`src/rtl/spim_pkg.sv`:
```
package spim_pkg;
  localparam int WORD_W   = 32;
  localparam int DIV_W    = 6;
  localparam int LEN_W    = 7;
  localparam int CNT_W    = DIV_W + 2;
  localparam int BITS_W   = $clog2(WORD_W) + 1;
  localparam int MIN_LEN  = 4;

  localparam int F_START  = 0;
  localparam int F_POL    = 1;
  localparam int F_MODE   = 2;
  localparam int F_RDFLG  = 3;
  localparam int F_DIV_LO = 4;
  localparam int F_LEN_LO = 16;
  localparam int F_CS_LO  = 23;
  localparam int F_BUSY   = 31;

  localparam logic [1:0] A_CFG = 2'd0;
  localparam logic [1:0] A_RX  = 2'd1;
  localparam logic [1:0] A_TX  = 2'd2;

  typedef enum logic [1:0] {ST_IDLE, ST_LEAD, ST_XFER, ST_TRAIL} spim_state_e;

  // bus cycles in one half period of the serial clock
  function automatic logic [CNT_W-1:0] half_cycles(input logic [DIV_W-1:0] div);
    return CNT_W'(({2'b00, div} + CNT_W'(1)) << 1);
  endfunction

  // effective frame length: the written field limited to MIN_LEN..WORD_W
  function automatic logic [BITS_W-1:0] frame_bits(input logic [LEN_W-1:0] fld);
    if (fld < LEN_W'(MIN_LEN)) return BITS_W'(MIN_LEN);
    if (fld > LEN_W'(WORD_W))  return BITS_W'(WORD_W);
    return fld[BITS_W-1:0];
  endfunction
endpackage

```
`src/rtl/spim_clkdiv.sv`:
```
module spim_clkdiv
  import spim_pkg::*;
#(
  parameter int DW = DIV_W
) (
  input  logic          clk,
  input  logic          rst_n,
  input  logic          run,
  input  logic [DW-1:0] div,
  output logic          tick
);
  localparam int CW = DW + 2;

  logic [CW-1:0] cnt;
  logic [CW-1:0] half;

  assign half = CW'(half_cycles(DIV_W'(div)));
  assign tick = run && (cnt == half - CW'(1));

  always_ff @(posedge clk or negedge rst_n) begin
    if (!rst_n)      cnt <= '0;
    else if (!run)   cnt <= '0;
    else if (tick)   cnt <= '0;
    else             cnt <= cnt + CW'(1);
  end

  assert_cnt_range_R3: assert property (@(posedge clk) disable iff (!rst_n)
    run |-> (cnt < half));
  assert_tick_gap_R3: assert property (@(posedge clk) disable iff (!rst_n)
    tick |=> !tick);
endmodule

```
`src/rtl/spim_shift.sv`:
```
module spim_shift
  import spim_pkg::*;
#(
  parameter int W = WORD_W
) (
  input  logic         clk,
  input  logic         rst_n,
  input  logic         wr_tx,
  input  logic         wr_rx,
  input  logic [W-1:0] wdata,
  input  logic         shift_out,
  input  logic         sample_in,
  input  logic         miso,
  output logic [W-1:0] tx_word,
  output logic [W-1:0] rx_word,
  output logic         mosi
);
  assign mosi = tx_word[W-1];

  always_ff @(posedge clk or negedge rst_n) begin
    if (!rst_n)          tx_word <= '0;
    else if (wr_tx)      tx_word <= wdata;
    else if (shift_out)  tx_word <= {tx_word[W-2:0], 1'b1};
  end

  always_ff @(posedge clk or negedge rst_n) begin
    if (!rst_n)          rx_word <= '0;
    else if (wr_rx)      rx_word <= wdata;
    else if (sample_in)  rx_word <= {rx_word[W-2:0], miso};
  end

  assert_strobe_excl_R5: assert property (@(posedge clk) disable iff (!rst_n)
    !(shift_out && sample_in));
  assert_fill_one_R5: assert property (@(posedge clk) disable iff (!rst_n)
    (shift_out && !wr_tx) |=> tx_word[0]);
  assert_rx_capture_R6: assert property (@(posedge clk) disable iff (!rst_n)
    (sample_in && !wr_rx) |=> rx_word[0] == $past(miso));
endmodule

```
`src/rtl/spim_csdec.sv`:
```
module spim_csdec #(
  parameter int NUM_CS = 4,
  localparam int IW = (NUM_CS > 1) ? $clog2(NUM_CS) : 1
) (
  input  logic              clk,
  input  logic              rst_n,
  input  logic              active,
  input  logic [IW-1:0]     sel,
  output logic [NUM_CS-1:0] cs_n
);
  for (genvar i = 0; i < NUM_CS; i++) begin : g_line
    assign cs_n[i] = !(active && (sel == IW'(i)));
  end

  assert_one_low_R8: assert property (@(posedge clk) disable iff (!rst_n)
    $onehot0(~cs_n));
  assert_idle_high_R8: assert property (@(posedge clk) disable iff (!rst_n)
    !active |-> (&cs_n));
endmodule

```
`src/rtl/spim_ctrl.sv`:
```
module spim_ctrl
  import spim_pkg::*;
#(
  parameter int NUM_CS = 4,
  localparam int IW = $clog2(NUM_CS)
) (
  input  logic              clk,
  input  logic              rst_n,
  input  logic              bus_wr,
  input  logic [1:0]        bus_addr,
  input  logic [WORD_W-1:0] bus_wdata,
  output logic [WORD_W-1:0] bus_rdata,
  output logic              sclk,
  output logic              mosi,
  input  logic              miso,
  output logic [NUM_CS-1:0] cs_n
);
  spim_state_e       state;
  logic              start_q, pol_q, mode_q, rdflg_q;
  logic [DIV_W-1:0]  div_q;
  logic [LEN_W-1:0]  len_q;
  logic [IW-1:0]     cs_q;
  logic [BITS_W-1:0] bits_left;
  logic              second_half;
  logic              sclk_q;

  logic              busy, tick, shift_ev, sample_ev;
  logic              cfg_wr, tx_wr, rx_wr, launch;
  logic [WORD_W-1:0] tx_word, rx_word, cfg_word;

  assign busy      = (state != ST_IDLE);
  assign cfg_wr    = bus_wr && (bus_addr == A_CFG) && !busy;
  assign tx_wr     = bus_wr && (bus_addr == A_TX)  && !busy;
  assign rx_wr     = bus_wr && (bus_addr == A_RX)  && !busy;
  assign launch    = cfg_wr && bus_wdata[F_START];
  assign sample_ev = tick && ((state == ST_LEAD) || (state == ST_XFER && !second_half));
  assign shift_ev  = tick && (state == ST_XFER) && second_half;
  assign sclk      = sclk_q;

  spim_clkdiv #(.DW(DIV_W)) u_div (
    .clk(clk), .rst_n(rst_n), .run(busy), .div(div_q), .tick(tick)
  );

  spim_shift #(.W(WORD_W)) u_shift (
    .clk(clk), .rst_n(rst_n), .wr_tx(tx_wr), .wr_rx(rx_wr), .wdata(bus_wdata),
    .shift_out(shift_ev), .sample_in(sample_ev), .miso(miso),
    .tx_word(tx_word), .rx_word(rx_word), .mosi(mosi)
  );

  spim_csdec #(.NUM_CS(NUM_CS)) u_cs (
    .clk(clk), .rst_n(rst_n), .active(busy), .sel(cs_q), .cs_n(cs_n)
  );

  always_ff @(posedge clk or negedge rst_n) begin
    if (!rst_n) begin
      state       <= ST_IDLE;
      start_q     <= 1'b0;
      pol_q       <= 1'b0;
      mode_q      <= 1'b0;
      rdflg_q     <= 1'b0;
      div_q       <= '0;
      len_q       <= '0;
      cs_q        <= '0;
      bits_left   <= '0;
      second_half <= 1'b0;
      sclk_q      <= 1'b0;
    end else if (cfg_wr) begin
      pol_q   <= bus_wdata[F_POL];
      mode_q  <= bus_wdata[F_MODE];
      rdflg_q <= bus_wdata[F_RDFLG];
      div_q   <= bus_wdata[F_DIV_LO +: DIV_W];
      len_q   <= bus_wdata[F_LEN_LO +: LEN_W];
      cs_q    <= bus_wdata[F_CS_LO +: IW];
      sclk_q  <= bus_wdata[F_POL];
      if (launch) begin
        start_q     <= 1'b1;
        state       <= ST_LEAD;
        bits_left   <= frame_bits(bus_wdata[F_LEN_LO +: LEN_W]);
        second_half <= 1'b0;
      end
    end else if (tick) begin
      case (state)
        ST_LEAD: begin
          sclk_q      <= !pol_q;
          second_half <= 1'b1;
          state       <= ST_XFER;
        end
        ST_XFER: begin
          if (second_half) begin
            sclk_q      <= pol_q;
            second_half <= 1'b0;
            if (bits_left == BITS_W'(1)) state <= ST_TRAIL;
            else bits_left <= bits_left - BITS_W'(1);
          end else begin
            sclk_q      <= !pol_q;
            second_half <= 1'b1;
          end
        end
        ST_TRAIL: begin
          state   <= ST_IDLE;
          start_q <= 1'b0;
        end
        default: state <= ST_IDLE;
      endcase
    end
  end

  always_comb begin
    cfg_word = '0;
    cfg_word[F_BUSY]              = busy;
    cfg_word[F_START]             = start_q;
    cfg_word[F_POL]               = pol_q;
    cfg_word[F_MODE]              = mode_q;
    cfg_word[F_RDFLG]             = rdflg_q;
    cfg_word[F_DIV_LO +: DIV_W]   = div_q;
    cfg_word[F_LEN_LO +: LEN_W]   = len_q;
    cfg_word[F_CS_LO +: IW]       = cs_q;
  end

  always_comb begin
    case (bus_addr)
      A_CFG:   bus_rdata = cfg_word;
      A_RX:    bus_rdata = rx_word;
      A_TX:    bus_rdata = tx_word;
      default: bus_rdata = '0;
    endcase
  end

  assert_busy_after_start_R2: assert property (@(posedge clk) disable iff (!rst_n)
    (bus_wr && bus_addr == A_CFG && bus_wdata[F_START] && !busy) |=> busy);
  assert_no_start_no_busy_R2: assert property (@(posedge clk) disable iff (!rst_n)
    (!busy && !(bus_wr && bus_addr == A_CFG && bus_wdata[F_START])) |=> !busy);
  assert_idle_level_R4: assert property (@(posedge clk) disable iff (!rst_n)
    !busy |-> (sclk == pol_q));
  assert_bits_range_R7: assert property (@(posedge clk) disable iff (!rst_n)
    busy |-> (bits_left >= BITS_W'(1) && bits_left <= BITS_W'(WORD_W)));
  assert_start_clears_R9: assert property (@(posedge clk) disable iff (!rst_n)
    $fell(busy) |-> !start_q);
  assert_fields_hold_R10: assert property (@(posedge clk) disable iff (!rst_n)
    (busy && bus_wr) |=> $stable({pol_q, mode_q, rdflg_q, div_q, len_q, cs_q}));
endmodule

```
`config.mk`:
```
export PLATFORM = sky130hd
export DESIGN_NAME = spim_ctrl
export DESIGN_NICKNAME = d
export VERILOG_FILES = /design/src/rtl/spim_pkg.sv /design/src/rtl/spim_clkdiv.sv /design/src/rtl/spim_shift.sv /design/src/rtl/spim_csdec.sv /design/src/rtl/spim_ctrl.sv
export SDC_FILE = /design/constraint.sdc
export NUM_CORES = 1
export LEC_CHECK = 0
export BUFFER_PORTS_ARGS = -buffer_cell sky130_fd_sc_hd__buf_2
export CORE_UTILIZATION = 50
export CTS_CLUSTER_SIZE = 16
export DETAILED_ROUTE_END_ITERATION = 7
export PLACE_DENSITY = 0.73
export SKIP_CTS_REPAIR_TIMING = 1
export SLEW_MARGIN = 10
export SYNTH_ARGS = -nofsm -noshare
export SYNTH_HDL_FRONTEND = slang
export SYNTH_SLANG_ARGS = --single-unit
```
`constraint.sdc`:
```
create_clock -name clk -period 4.18 [get_ports clk]
set_input_delay 0.836 -clock clk [delete_from_list [all_inputs] [get_ports clk]]
set_output_delay 0.836 -clock clk [all_outputs]
set_load 0.02 [all_outputs]
```
==> out/qor.csv, run 1 <==
stage,metric,value,unit
timing,Worst Hold Margin,0.4459,ns
detailed_routing,total met2 wirelength after detailed routing,6863,um
timing,minimum period implied by the final worst setup slack,3.524,ns
setup_path,CP Capture Type,register,
setup_path,Worst Path Required,4.41,ns
setup_path,WP buf/inv,0,
logic_synthesis,cell count after synthesis,625,
final_layout,final design utilization,59.02,%
timing,highest clock rate,283.8,MHz
logic_synthesis,most numerous cell types in the synthesized netlist,"101 x dfrtp_1, 90 x nand2_1, 82 x mux2i_1",
clock_network,CTS tree,built,
die,num ports,76,
logic_synthesis,share of async-settable or async-resettable flops after synthesis,100.0,%
die,area of the core,10980,sq um
job,reported max-cap violation count,0,
clock_network,buffer cell driving the clock tree root,clkbuf_16,
detailed_routing,Avg WL per Cell,17.03,um
logic_synthesis,number of enable flip-flop cells after synthesis,0,
status,outcome,completed,
timing,transition time at the pin with the least slew margin,0.9889,ns
die,Vert. Die Dim,108.8,um
setup_path,Crit path largest cell delay,0.58,ns
final_layout,antenna diode count,0,
detailed_routing,met3 WL post-DR,732,um
pwr,Leakage Power,2.845,nW
setup_path,CP top delay family,compound AO/OA/AOI/OAI gates,
logic_synthesis,average footprint of a synthesized cell,9.131,sq um
grt,total gr overflow,0,
grt,maximum number of pins on one net before global-route repair,49,
setup_path,maximum fanout along the worst path,12,
grt,global-route wire length before repair,23340,um
pwr,VDD IR max,0.2798,mV
detailed_routing,count of TritonRoute iterations in the first routing pass,5,
logic_synthesis,share of the synthesized area in the top cell type,44.29,%
die,die width,108.8,um
timing,# setup viols final,0,
setup_path,flop2flop setup slack,0.66,ns
setup_path,cell with the largest stage delay on the worst path,dfrtp_1,
worst_hold_path,path category of the worst min-delay check,in -> async,
timing,clock skew,0.01074,ns
grt,vias in the first global route,4760,
clock_network,TritonCTS sink count,101,
detailed_routing,DR DRC count,0,
timing,Worst slew margin,33.71,%
logic_synthesis,YS warnings,0,
setup_path,worst endpoint data arrival time,3.75,ns
logic_synthesis,share of synthesized area occupied by flip-flops and latches,44.29,%
setup_path,source of the worst register-to-register timing path,div_q[0],
logic_synthesis,post-synthesis instance area,5707,sq um
setup_path,cell-by-cell listing of the critical path,"ha_1, xnor2_1, a31oi_2, or4b_1, a211o_2, a211oi_1, or2_2, mux2_2",
detailed_routing,Iter 0 DRT Violations,271,
clock_network,clock buffer count from CTS,9,
logic_synthesis,most common cell in the netlist,dfrtp_1,
timing,number of endpoints with negative hold slack in the final report,0,
logic_synthesis,Unique masters post-synth,54,
die,number of core rows,38,
grt,antenna violations before repair,1,
clock_network,latest clock arrival within the worst-skew pair,0.35,ns
clock_network,clock slew at reported path FFs,0.07,ns
logic_synthesis,flip-flop cell with the highest count after synthesis,dfrtp_1,
final_layout,"Net count, final",728,
detailed_routing,met1 wire length,6208,um
placement,half-perimeter wire length of the detailed placement result,9888,um
setup_path,Crit path depth,8,
pwr,total chip power,4.261,mW
detailed_routing,vias per cell,5.779,
timing,Max Slew Vio Count,0,
clock_network,H-tree Lvls,3,
clock_network,CTS max path bufs,2,
detailed_routing,total vias in the final route,4779,
setup_path,Crit Path Class,reg -> reg,
placement,GP Congestion,0.8719,
logic_synthesis,#FFs+latches synth,101,
die,starting density of the core,51.96,%
timing,RSZ-0062 raised after global routing,no,
die,die footprint,11850,sq um
logic_synthesis,cell type contributing the most total cell area after synthesis,dfrtp_1,
timing,post-route clock period utilization,84.30,%
logic_synthesis,number of nets produced by synthesis,671,
detailed_routing,count of nets left with antenna violations after detail routing,0,
placement,Port Buffer Count,75,
setup_path,Critical R2R Capture,bits_left[1],
timing,Fin Setup TNS,0,ns
final_layout,filler-free cell count of the finished design,827,
final_layout,layout cell share with drive strength beyond 1,17.90,%
placement,placed instance count,811,
setup_path,logic depth of the worst register-to-register path,8,
logic_synthesis,cells taking the most area after synthesis,"dfrtp_1 44%, mux2i_1 14%, a21oi_1 6.0%",
setup_path,startpoint class of the critical path,register,
detailed_routing,total wire length after detailed routing,14090,um
grt,global routing usage summed across all routing layers,25.33,%
detailed_routing,uppermost layer routed,met4,
pwr,power density over cell area,657.3,nW/um^2
final_layout,synth-to-layout area growth,13.59,%
[cell usage in the layout, fill, tap and decap left out, types with 3 or more instances in the layout]
cell type and n:
xnor2_1 7, mux2i_1 82, and3_1 5, nand2_1 90, dfrtp_1 101, inv_1 11, nor2_1 79, xor2_1 10
mux2_2 3, nor3_1 6, or3_1 3, buf_4 16, buf_2 74, ha_1 8, a22o_1 13, o31ai_1 3
o22ai_1 3, clkbuf_16 9, o21ai_0 34, nor2b_1 3, nand3_1 11, a21oi_1 68
[layer usage]
| metal | vias to the layer above | track usage [%] |
|---|---|---|
| met3 | 21 | 3.586 |
| met1 | 2343 | 33.37 |
| met5 | - | 0 |
| li1 | 2288 | - |
| met4 | 0 | 9.363 |
| met2 | 127 | 42.45 |
[stage by stage]
| stage | area, sq um | setup WS (ns) |
|---|---|---|
| after floorplan | 5707 | 1.210 |
| after global placement | 6163 | 0.8734 |
| after detailed placement | 6163 | 0.7731 |
| after CTS | 6482 | 0.6791 |
| after global routing | 6482 | 0.4972 |
| final | 6482 | 0.6562 |
[final cells by class]
cell class	count	area, sq um
fill	960	4501
tap	140	175.2
multi-input combinational	469	2929
inverter	11	41.29
timing repair buffer	90	490.5
clock buffer	11	252.7
clock inverter	5	66.31
sequential	101	2527
[power by group]
part / total, mW / switching (mW) / internal (mW)
logic: 1.53 / 0.854 / 0.674
registers: 1.85 / 0.440 / 1.41
clock network: 0.887 / 0.383 / 0.505
total: 4.26 / 1.68 / 2.58
[logic make-up after synthesis]
group / count (synthesis) / synth area share, %
AO/OA/AOI/OAI: 144 / 15.70
XOR/XNOR: 17 / 2.609
adder cells (fa/ha/maj): 8 / 1.754
buffers and inverters: 55 / 4.692
flip-flops: 101 / 44.29
multiplexers: 85 / 14.97
AND/OR/NAND/NOR: 215 / 15.98
[state kept, by name, indices dropped and copies added (netlist names)]
| signal | count |
|---|---|
| u_div.cnt | 8 |
| bits_left | 6 |
| state | 2 |
| start_q | 1 |
| u_shift.tx_word | 32 |
| pol_q | 1 |
| len_q | 7 |
| u_shift.rx_word | 32 |
| rdflg_q | 1 |
| second_half | 1 |
| div_q | 6 |
| sclk | 1 |
| mode_q | 1 |
| cs_q | 2 |
[worst max path at each step]
stage | to | start
detailed placement | bits_left[1] | div_q[0]
floorplan | bus_rdata[0] | bus_addr[1]
global route | bits_left[1] | div_q[0]
global placement | u_shift.tx_word[1] | div_q[0]
finish | bits_left[1] | div_q[0]
CTS | bits_left[1] | div_q[0]
Note: power is estimated with default switching activity, not from simulation.
==> run 2: changes to the inputs <==
--- a/config.mk
+++ b/config.mk
@@ -5,11 +5,12 @@
 export SDC_FILE = /design/constraint.sdc
 export NUM_CORES = 1
 export LEC_CHECK = 0
+export ABC_AREA = 1
 export BUFFER_PORTS_ARGS = -buffer_cell sky130_fd_sc_hd__buf_2
 export CORE_UTILIZATION = 50
 export CTS_CLUSTER_SIZE = 16
 export DETAILED_ROUTE_END_ITERATION = 7
-export PLACE_DENSITY = 0.73
+export PLACE_DENSITY = 0.72
 export SKIP_CTS_REPAIR_TIMING = 1
 export SLEW_MARGIN = 10
 export SYNTH_ARGS = -nofsm -noshare
==> constraint.sdc (replaced) <==
create_clock -name clk -period 3.3 [get_ports clk]
set_input_delay 0.66 -clock clk [delete_from_list [all_inputs] [get_ports clk]]
set_output_delay 0.66 -clock clk [all_outputs]
set_load 0.02 [all_outputs]
==> run 2 against run 1 <==
  * The run now ends with design-rule violations left
  * Global-route usage up 1.5 points
  * Hold slack worse by 0.14 ns
  * Largest power group unchanged
  * Setup slack improved by 0.026 ns
  * Clock power increased by 33%
  * Sequential cell count is the same
  * Sequential share of layout area decreased by 1.4 points
  * Maximum frequency is 35% higher
  * Register-to-register slack gained 0.03 ns
  * Critical path depth up 5
  * Synthesized area rose by 4.4%
==> out/qor.csv, run 2 <==
stage,metric,value,unit
detailed_routing,Avg WL per Cell,15.06,um
detailed_routing,vias per cell,5.456,
grt,total gr overflow,0,
logic_synthesis,average footprint of a synthesized cell,7.136,sq um
final_layout,antenna diode count,0,
timing,transition time at the pin with the least slew margin,0.6620,ns
setup_path,maximum fanout along the worst path,30,
detailed_routing,Iter 0 DRT Violations,383,
pwr,sequential fraction of design power,40.1,%
detailed_routing,count of TritonRoute iterations in the first routing pass,7,
setup_path,startpoint class of the critical path,register,
grt,maximum number of pins on one net before global-route repair,48,
timing,Max Slew Vio Count,0,
logic_synthesis,cells taking the most area after synthesis,"dfrtp_1 42%, nand2_1 20%, nand3_1 8.3%",
setup_path,worst endpoint data arrival time,2.91,ns
logic_synthesis,most numerous cell types in the synthesized netlist,"318 x nand2_1, 101 x dfrtp_1, 99 x nand3_1",
final_layout,synth-to-layout area growth,12.96,%
logic_synthesis,share of synthesized area occupied by flip-flops and latches,42.42,%
grt,global-route wire length before repair,26030,um
grt,antenna violations before repair,0,
detailed_routing,DR DRC count,8,
setup_path,crit path launch,div_q[0],
job,reported max-cap violation count,0,
worst_hold_path,path category of the worst min-delay check,in -> async,
clock_network,clock slew at reported path FFs,0.07,ns
pwr,total chip power,5.436,mW
final_layout,most frequent cells in the layout,"318 x nand2_1, 101 x dfrtp_1, 98 x nand3_1",
placement,GP Congestion,0.8691,
timing,minimum period implied by the final worst setup slack,2.618,ns
detailed_routing,total wire length after detailed routing,15610,um
timing,Worst Hold Margin,0.3054,ns
detailed_routing,total vias in the final route,5658,
pwr,relative contribution of combinational cells to total power,38.1,%
clock_network,CTS max path bufs,2,
grt,global routing usage summed across all routing layers,26.80,%
clock_network,CTS tree,built,
placement,Port Buffer Count,75,
timing,clock skew,0.01144,ns
setup_path,Crit Path Class,reg -> reg,
placement,half-perimeter wire length of the detailed placement result,10750,um
pwr,VDD IR max,0.3880,mV
timing,Fin Setup TNS,0,ns
final_layout,"commonest non-fill, non-tap cell in the layout",nand2_1,
status,outcome,"finished, violations left",
timing,Worst slew margin,55.82,%
final_layout,area taken by flip-flops and latches,2527,sq um
pwr,fraction of power spent switching nets,41.11,%
logic_synthesis,share of async-settable or async-resettable flops after synthesis,100.0,%
final_layout,"Net count, final",935,
die,num ports,76,
logic_synthesis,flip-flop cell with the highest count after synthesis,dfrtp_1,
final_layout,leading registers by flop count,"u_shift.rx_word x32, u_shift.tx_word x32, u_div.cnt x8",
clock_network,latest clock arrival within the worst-skew pair,0.36,ns
logic_synthesis,most common cell in the netlist,nand2_1,
clock_network,TritonCTS sink count,101,
die,die width,111.2,um
logic_synthesis,post-synthesis instance area,5958,sq um
die,number of core rows,39,
die,area of the core,11520,sq um
timing,RSZ-0062 raised after global routing,no,
timing,post-route clock period utilization,79.34,%
logic_synthesis,number of nets produced by synthesis,881,
pwr,switching power total,2.235,mW
setup_path,source of the worst register-to-register timing path,div_q[0],
detailed_routing,count of nets left with antenna violations after detail routing,0,
logic_synthesis,cell type contributing the most total cell area after synthesis,dfrtp_1,
timing,number of endpoints with negative hold slack in the final report,0,
die,starting density of the core,51.74,%
die,Vert. Die Dim,111.2,um
logic_synthesis,cell count after synthesis,835,
pwr,Internal,3.202,mW
clock_network,clock buffer count from CTS,9,
status,failing checks,design-rule violations,
logic_synthesis,#FFs+latches synth,101,
final_layout,layout cell share with drive strength beyond 1,13.98,%
clock_network,H-tree Lvls,3,
final_layout,multi-input gate area in the final layout,2928,sq um
final_layout,# fillers,1128,
timing,highest clock rate,382.0,MHz
clock_network,buffer cell driving the clock tree root,clkbuf_16,
die,die footprint,12360,sq um
logic_synthesis,number of enable flip-flop cells after synthesis,0,
timing,# setup viols final,0,
setup_path,CP Capture Type,register,
pwr,power density over cell area,807.7,nW/um^2
setup_path,Worst Path Required,3.59,ns
logic_synthesis,share of the synthesized area in the top cell type,42.42,%
logic_synthesis,Unique masters post-synth,37,
logic_synthesis,YS warnings,0,
grt,vias in the first global route,5224,
pwr,Leakage Power,3.572,nW
pwr,share of total power in the clock network,21.8,%
run 2: cell types whose count changed after synthesis, moves of 6 or more:
cell | previous run | this run
o211ai_1 | 0 | 12
o21ai_1 | 0 | 7
nand4_1 | 0 | 6
nand2_1 | 90 | 318
a21oi_1 | 68 | 5
mux2i_1 | 82 | 0
inv_1 | 11 | 76
clkbuf_1 | 31 | 18
buf_1 | 1 | 11
nand3_1 | 13 | 99
nor2_1 | 79 | 23
o21ai_0 | 34 | 77
run 2: final cells by class:
class                      instances  share of cell area [%]
clock inverter                     6                   1.376
clock buffer                      10                   3.551
multi-input combinational        612                   43.50
sequential                       101                   37.55
inverter                          77                   4.294
timing repair buffer              88                   7.065
tap                              143                   2.658
run 2: worst paths after layout:
path	cells after the start	slack, ns	to
setup / recovery	13	0.68	u_shift.tx_word[0]
hold / removal	1	0.31	u_div.cnt[7]
setup reg to reg	13	0.68	u_shift.tx_word[0]
hold reg to reg	2	0.47	sclk
max in group asynchronous	2	2.23	u_shift.tx_word[11]
min in group clk	2	0.47	sclk
run 2: worst max-delay path, cell delays in order (launching register included):
cell and delay (ns):
dfrtp_1 0.55, ha_1 0.30, nand2_1 0.10, inv_1 0.12, nand3_1 0.11, nor2_1 0.14, nand3_1 0.09, nand2_1 0.09
nand2_2 0.12, nor2_8 0.19, nand2_4 0.06, nand2_2 0.45, nand2_1 0.13, nand2_1 0.10
run 2: cells by family after synthesis:
logic type                 share of synthesized area, %
AOI/OAI and AO/OA                                 12.37
buffers and inverters                             8.736
adders and majority gates                         1.680
DFF                                               42.42
muxes                                            0.1890
and+or+nand+nor                                   33.28
xor gates and xnor gates                          1.323
run 2: metrics by stage:
step	cell area (sq um)	cells	worst slack, ns	utilization (%)
2_1_floorplan	5958	835	0.9978	-
3_3_place_gp	6399	1021	0.7312	55.56
3_5_place_dp	6399	1021	0.7207	55.56
4_1_cts	6730	1037	0.7118	58.44
5_1_grt	6730	1037	0.4426	58.44
6_report	6730	1037	0.6819	58.44
run 2: power by group through the flow:
stage	clock network, mW	registers [mW]	logic, mW
5_1_grt	1.25	2.25	2.37
4_1_cts	1.20	2.17	2.08
2_1_floorplan	0	2.05	1.59
3_5_place_dp	0	2.18	2.07
3_3_place_gp	0	2.18	2.02
6_report	1.18	2.18	2.07
run 2: metal layers:
metal,vias to the layer above,track usage [%],wire (um)
met5,-,0,0
met1,2628,37.06,7120
li1,2808,-,-
met3,36,3.554,846
met2,186,41.63,7146
met4,0,12.88,499
